`src/rtl/cflags_pkg.sv`:
```
package cflags_pkg;
  localparam int unsigned CR_W = 4;
  localparam int unsigned NSLOT = 3;

  typedef struct packed {
    logic            ca;
    logic            ca32;
    logic            ov;
    logic            ov32;
    logic            so;
    logic [CR_W-1:0] cr;
  } flag_state_t;
endpackage

```
`src/rtl/cflags_carry.sv`:
```
module cflags_carry #(
  parameter int unsigned W = 64
) (
  input  logic [W-1:0] opa,
  input  logic [W-1:0] opb,
  input  logic         has_b,
  input  logic [W-1:0] imm,
  input  logic         imm_ok,
  input  logic [W-1:0] res,
  input  logic         is_add,
  output logic         ca_new,
  output logic         ca32_new
);
  import cflags_pkg::*;
  localparam int unsigned H = W / 2;

  logic [W-1:0]     slot_val [NSLOT];
  logic [NSLOT-1:0] slot_on;
  logic [NSLOT-1:0] gt_full;
  logic [NSLOT-1:0] gt_half;
  logic [W-1:0]     second;

  always_comb begin
    slot_val[0] = opa;  slot_on[0] = 1'b1;
    slot_val[1] = opb;  slot_on[1] = has_b;
    slot_val[2] = imm;  slot_on[2] = imm_ok;
  end

  for (genvar g = 0; g < NSLOT; g++) begin : g_slot
    assign gt_full[g] = slot_on[g] && (slot_val[g] > res);
    assign gt_half[g] = slot_on[g] && (slot_val[g][H-1:0] > res[H-1:0]);
  end

  assign second   = has_b ? opb : (imm_ok ? imm : '0);
  assign ca_new   = |gt_full;
  assign ca32_new = is_add ? (res[H] ^ opa[H] ^ second[H]) : (|gt_half);
endmodule

```
`src/rtl/cflags_ovf.sv`:
```
module cflags_ovf #(
  parameter int unsigned W = 64
) (
  input  logic [W-1:0] opa,
  input  logic [W-1:0] second,
  input  logic         two_ops,
  input  logic [W-1:0] res,
  input  logic         div_ov_vld,
  input  logic         div_ov,
  output logic         ov_new,
  output logic         ov32_new,
  output logic         ov_have
);
  localparam int unsigned H = W / 2;

  logic sgn_full, sgn_half;
  assign sgn_full = (opa[W-1] == second[W-1]) && (res[W-1] != opa[W-1]);
  assign sgn_half = (opa[H-1] == second[H-1]) && (res[H-1] != opa[H-1]);

  always_comb begin
    ov_have  = div_ov_vld || two_ops;
    ov_new   = div_ov_vld ? div_ov : sgn_full;
    ov32_new = div_ov_vld ? div_ov : sgn_half;
  end
endmodule

```
`src/rtl/cflags_cond.sv`:
```
module cflags_cond #(
  parameter int unsigned W = 64
) (
  input  logic [W-1:0] res,
  input  logic         so_in,
  output logic [3:0]   cr_new
);
  logic neg, zer;
  assign neg    = res[W-1];
  assign zer    = (res == '0);
  assign cr_new = {neg, !neg && !zer, zer, so_in};
endmodule

```
`src/rtl/cflags_top.sv`:
```
module cflags_top #(
  parameter int unsigned W = 64
) (
  input  logic         clk,
  input  logic         rst_n,
  input  logic         op_valid,
  output logic         op_ready,
  input  logic [W-1:0] src_a,
  input  logic         inv_a,
  input  logic [W-1:0] src_b,
  input  logic         has_b,
  input  logic [W-1:0] imm,
  input  logic         imm_ok,
  input  logic [W-1:0] res,
  input  logic         is_add,
  input  logic         carry_en,
  input  logic         ov_en,
  input  logic         ov_ok,
  input  logic         rc_en,
  input  logic         div_ov_vld,
  input  logic         div_ov,
  input  logic [1:0]   done_mask,
  output logic         ca,
  output logic         ca32,
  output logic         ov,
  output logic         ov32,
  output logic         so,
  output logic [3:0]   cr
);
  import cflags_pkg::*;

  flag_state_t  st_q, st_d;
  logic [W-1:0] opa, second;
  logic         acc, ca_new, ca32_new, ov_new, ov32_new, ov_have;
  logic         ov_wr, so_next;
  logic [3:0]   cr_new;

  assign op_ready = rst_n;
  assign acc      = op_valid && op_ready;
  assign opa      = inv_a ? ~src_a : src_a;
  assign second   = has_b ? src_b : (imm_ok ? imm : '0);

  cflags_carry #(.W(W)) u_carry (
    .opa(opa), .opb(src_b), .has_b(has_b), .imm(imm), .imm_ok(imm_ok),
    .res(res), .is_add(is_add), .ca_new(ca_new), .ca32_new(ca32_new)
  );

  cflags_ovf #(.W(W)) u_ovf (
    .opa(opa), .second(second), .two_ops(has_b || imm_ok), .res(res),
    .div_ov_vld(div_ov_vld), .div_ov(div_ov),
    .ov_new(ov_new), .ov32_new(ov32_new), .ov_have(ov_have)
  );

  assign ov_wr   = acc && ov_en && ov_ok && ov_have;
  assign so_next = ov_wr ? (st_q.so | ov_new) : st_q.so;

  cflags_cond #(.W(W)) u_cond (.res(res), .so_in(so_next), .cr_new(cr_new));

  always_comb begin
    st_d = st_q;
    if (acc && carry_en && !done_mask[0]) st_d.ca   = ca_new;
    if (acc && carry_en && !done_mask[1]) st_d.ca32 = ca32_new;
    if (ov_wr) begin
      st_d.ov   = ov_new;
      st_d.ov32 = ov32_new;
    end
    st_d.so = so_next;
    if (acc && rc_en) st_d.cr = cr_new;
  end

  always_ff @(posedge clk) begin
    if (!rst_n) st_q <= '0;
    else        st_q <= st_d;
  end

  assign ca   = st_q.ca;
  assign ca32 = st_q.ca32;
  assign ov   = st_q.ov;
  assign ov32 = st_q.ov32;
  assign so   = st_q.so;
  assign cr   = st_q.cr;


  so_sticky_chk: assert property (@(posedge clk) disable iff (!rst_n)
    so |=> so);


  ca_mask_chk: assert property (@(posedge clk) disable iff (!rst_n)
    (op_valid && done_mask[0]) |=> $stable(ca));


  ov_gate_chk: assert property (@(posedge clk) disable iff (!rst_n)
    (!(op_valid && ov_en && ov_ok)) |=> ($stable(ov) && $stable(ov32) && $stable(so)));


  div_ov_chk: assert property (@(posedge clk) disable iff (!rst_n)
    (op_valid && ov_en && ov_ok && div_ov_vld) |=> (ov == $past(div_ov) && ov32 == ov));


  cr_shape_chk: assert property (@(posedge clk) disable iff (!rst_n)
    $onehot0(cr[3:1]));


  idle_hold_chk: assert property (@(posedge clk) disable iff (!rst_n)
    !op_valid |=> ($stable(ca) && $stable(ca32) && $stable(cr)));
endmodule

```
`config.mk`:
```
export PLATFORM = sky130hd
export DESIGN_NAME = cflags_top
export DESIGN_NICKNAME = d
export VERILOG_FILES = /design/src/rtl/cflags_pkg.sv /design/src/rtl/cflags_carry.sv /design/src/rtl/cflags_ovf.sv /design/src/rtl/cflags_cond.sv /design/src/rtl/cflags_top.sv
export SDC_FILE = /design/constraint.sdc
export NUM_CORES = 1
export LEC_CHECK = 0
export BUFFER_PORTS_ARGS = -buffer_cell sky130_fd_sc_hd__clkbuf_2
export CAP_MARGIN = 20
export CORE_ASPECT_RATIO = 0.5
export CORE_MARGIN = 1
export CORE_UTILIZATION = 46
export DETAILED_ROUTE_END_ITERATION = 8
export PLACE_DENSITY = 0.85
export SETUP_SLACK_MARGIN = 0.4
export SLEW_MARGIN = 15
export SYNTH_ARGS = -nofsm -noshare
export SYNTH_HDL_FRONTEND = slang
export SYNTH_HIERARCHICAL = 1
export SYNTH_SLANG_ARGS = --single-unit
```
`constraint.sdc`:
```
create_clock -name clk -period 2.51 [get_ports clk]
set_clock_uncertainty 0.2 [all_clocks]
set_input_delay 0.1255 -clock clk [delete_from_list [all_inputs] [get_ports clk]]
set_output_delay 0.1255 -clock clk [all_outputs]
set_load 0.1 [all_outputs]
```
# Word level (Yosys, flattened, before mapping)
# Index checks and enable logic that the tools add are counted.
[totals] register_bits=9 in_bits=271 output_inout_bits=10 word_cells=51
[classes] n_lt_le_gt_ge=6 n_eq_ne=4 muxes=7 n_bitwise=4 n_reduce_logical=24
[ops] cell="64-bit > comparator" n=3
[ops] cell="64-bit two-way mux" n=3
[ops] cell="32-bit > comparator" n=3
[ops] cell="64-bit logical NOT" n=1
[ops] cell="64-bit inverter" n=1
[ops] cell="1-bit logical AND" n=15
[ops] cell="3-bit OR reduction" n=2
[ops] cell="1-bit logical NOT" n=4
[ops] cell="1-bit two-way mux" n=4
[ops] cell="1-bit == test" n=2
[ops] cell="1-bit logical OR" n=2
[ops] cell="1-bit != test" n=2
[ops] cell="1-bit XOR" n=2
[ops] cell="1-bit OR" n=1

# Logic depth before layout (Yosys ltp)
[logic_depth] word_depth=7 depth_mapped=13 mapped_depth_nobuf=12

# Hierarchy
# The synthesis kept the hierarchy.
[modules_own_cells] module="cflags_carry" n_inst=1 cells_each=581 area_each_um2=4551.9 seq_area_each_um2=0.0
[modules_own_cells] module="cflags_top" n_inst=1 cells_each=197 area_each_um2=1721.7 seq_area_each_um2=180.2
[modules_own_cells] module="cflags_cond" n_inst=1 cells_each=25 area_each_um2=188.9 seq_area_each_um2=0.0
[modules_own_cells] module="cflags_ovf" n_inst=1 cells_each=9 area_each_um2=61.3 seq_area_each_um2=0.0

# Worst setup path before layout
# Ideal clock, no wire load.
[synth_path] kind="input to register" start="input port inv_a" end="register st_q (netlist bit ca32)" arrival_time_ns=2.219 required_time_ns=2.189 slack_ns=-0.031 path_stages=13 path_buffers=2 cell_sequence="buf_4 > buf_6 > xor2_1 > ha_1 > a21oi_1 > nand2_1 > a221o_1 > nor3_1 > a2bb2oi_1 > o211ai_1 > o31a_1 > nand2_1 > mux2i_1"
[synth_between] elab_chain_cells=4
[synth_lines] item="from (decl)" line_no="cflags_top.sv:9" rtl="input logic inv_a,"
[synth_lines] item="64-bit two-way mux" line_no="cflags_top.sv:40" rtl="assign opa = inv_a ? ~src_a : src_a;"
[synth_lines] item="via opa[14]" line_no="cflags_top.sv:33" rtl="logic [W-1:0] opa, second;"
[synth_lines] item="32-bit > comparator" line_no="cflags_carry.sv:31" rtl="assign gt_half[g] = slot_on[g] && (slot_val[g][H-1:0] > res[H-1:0]);"
[synth_lines] item="3-bit OR reduction" line_no="cflags_carry.sv:36" rtl="assign ca32_new = is_add ? (res[H] ^ opa[H] ^ second[H]) : (|gt_half);"
[synth_lines] item="1-bit two-way mux" line_no="cflags_carry.sv:36"
[synth_lines] item="via ca32_new" line_no="cflags_top.sv:34" rtl="logic acc, ca_new, ca32_new, ov_new, ov32_new, ov_have;"
[synth_lines] item="to (signal assigned)" line_no="cflags_top.sv:73" rtl="else st_q <= st_d;"
[synth_lines] item="to (decl)" line_no="cflags_top.sv:32" rtl="flag_state_t st_q, st_d;"
# The timed path passes the listed nets, and every way through them passes these cells.
# A chain may end at the register's enable or synchronous reset.

# Worst setup path after layout
# Ends and elaborated chain as after synthesis.

==> impl_metrics.ini <==
[global_routing]
grt_use_total = 0.308
antenna_found_initial = 0
grt_max_degree = 33
grt_overflow = 0
grt_pass1_vias = 6932
grt_pass1_wl_um = 32400

[clock_network]
root_buffer = clkbuf_16
cts_buffers = 3
ctsHtreeMaxLevel = 1
cts_tree = built
clock-sinks = 9
insertion_delay_ns = 0.23
cts_buffer_depth = 2
clkSlewWorstSetupHoldPaths_ns = 0.04

[status]
outcome = finished, violations left
violations = negative setup slack

[routing]
routed_wl_um = 22100
drt_iter0_drc = 388
avgViaCountPerCell = 5.73
final_antenna_net_count = 0
routedWlPerCell_um = 17.6
drt_first_pass_iters = 6
num_vias = 7170
drc_errors = 0

[placement]
placed_area_um2 = 7960
gp_congestion = 0.965
dp_hpwl_um = 19100
port_buffers = 280
dp.cells = 1239

[power]
pwr-share-seq = 0.077
power_density_nw_per_um2 = 238
p_sw_uw = 896
combinationalPowerShare = 0.781
clock_power_share = 0.142
p_leak_nw = 4.64
vdd_drop_max_mv = 0.354
p_sw_frac = 0.452
p_int_mw = 1.09

[min_path]
hp-start = done_mask[1]
hold_path.class = input port to register
min_to = ca32$_SDFFE_PN0P_
whs_path_depth = 3

[floorplanning]
die-width_um = 162
ioPinCount = 281
fp.dieArea_um2 = 13300
core-area_um2 = 12200
initial_core_util = 0.485
fp.dieH_um = 82.0
row_count = 28

[timing]
period_share = 1.04
slew_headroom = 0.629
setup_viol = 2
rsz0062_at_grt = yes
final_max_slew_viol_count = 0
worst_pin_slew_ns = 0.543
max_freq_ghz = 0.382
setup_ws_ns = -0.106
hold_violations = 0
hold_ws_ns = 0.0541
min_period_ns = 2.62

[critical_path]
end_kind = register
arrival_ns = 2.54
r2r-start = so$_SDFF_PN0_
crit_fanout = 6
r2r-end = cr[0]$_SDFFE_PN0P_
rrSetupSlack_ns = 1.42
critPathKind = input port to register
r2r_cells = 3
worstPathRequired_ns = 2.43
critPathLaunchType = input port

[cells_and_area]
mostFrequentLayoutCell = clkbuf_2
areaGrowthSynthToFinish_pct = 41.5
fillCellCount = 990
layout_common_cells = 279 x clkbuf_2, 192 x ha_1, 80 x a21oi_1
final_cells = 1252
antenna_cells = 0
ff_latch_area_um2 = 180
nets = 1551
multi_input_area_um2 = 5430
fin_area_um2 = 8340
drive_gt1_frac = 0.376
final_util = 0.686

[job]
maxCapViolCount = 0

[synth]
synth_area_per_cell_um2 = 8.01
netlist_area_um2 = 5890
synth_nets = 1199
synth_warnings = 6
syn_inst = 736
power groups by stage:
stage               combinational (mW)  clock, mW  sequential [mW]
finish                            1.55      0.282            0.152
detailed placement                1.43          0            0.154
CTS                               1.46      0.283            0.152
global placement                  1.36          0            0.154
global route                      1.70      0.289            0.153
floorplan                        0.794          0            0.193
per-layer routing:
metal,wire length [um],vias up,global-route usage
met3,1530,57,0.0343
met4,572,0,0.0991
met2,10500,337,0.564
li1,-,3491,-
met5,0,-,0
met1,9460,3285,0.382
worst max path at each step:
stage          startpoint                 to  slack (ns)
6_report            inv_a  ca32$_SDFFE_PN0P_       -0.11
5_1_grt             inv_a  ca32$_SDFFE_PN0P_       -0.21
4_1_cts             inv_a  ca32$_SDFFE_PN0P_       0.009
3_5_place_dp        inv_a    ca$_SDFFE_PN0P_       -0.36
3_3_place_gp        inv_a    ca$_SDFFE_PN0P_       -0.24
2_1_floorplan       inv_a  ca32$_SDFFE_PN0P_        0.05
layout make-up:
cell class	instances	share of cell area
clock buffers	4	0.00945
inverters	69	0.0311
multi-input cells	641	0.652
flip-flops and latches	9	0.0216
well taps	165	0.0248
repair buffers	364	0.262
registers in the layout, indices dropped and copies added, names as in the netlist:
name and flops:
ca32 1, so 1, ov32 1, ca 1, ov 1, cr 4
worst max-delay path, cell delays in order:
cell       delay (ns)
buf_16           0.12
buf_12           0.13
xor2_2           0.18
ha_1             0.35
nand4_1          0.16
buf_4            0.18
nor4_4           0.31
nand2_2          0.13
a2bb2oi_2        0.16
buf_4            0.14
o211ai_1         0.10
o31a_1           0.30
nand2_1          0.07
mux2i_1          0.06
stage by stage:
step	power, mW	TNS [ns]	setup slack [ns]
after floorplan	0.987	0	0.0466
after global placement	1.51	-0.444	-0.238
after detailed placement	1.58	-0.659	-0.356
after CTS	1.89	0	0.00885
after global routing	2.14	-0.421	-0.214
final	1.98	-0.206	-0.106
timing repair:
action	CTS	global route
gates resized for setup	16	17
endpoints found under the setup margin	2	5
hold buffers	0	0
buffers inserted	1	4
cloned	1	3
pin swaps	16	24
Power figures use the tool's default switching activity.
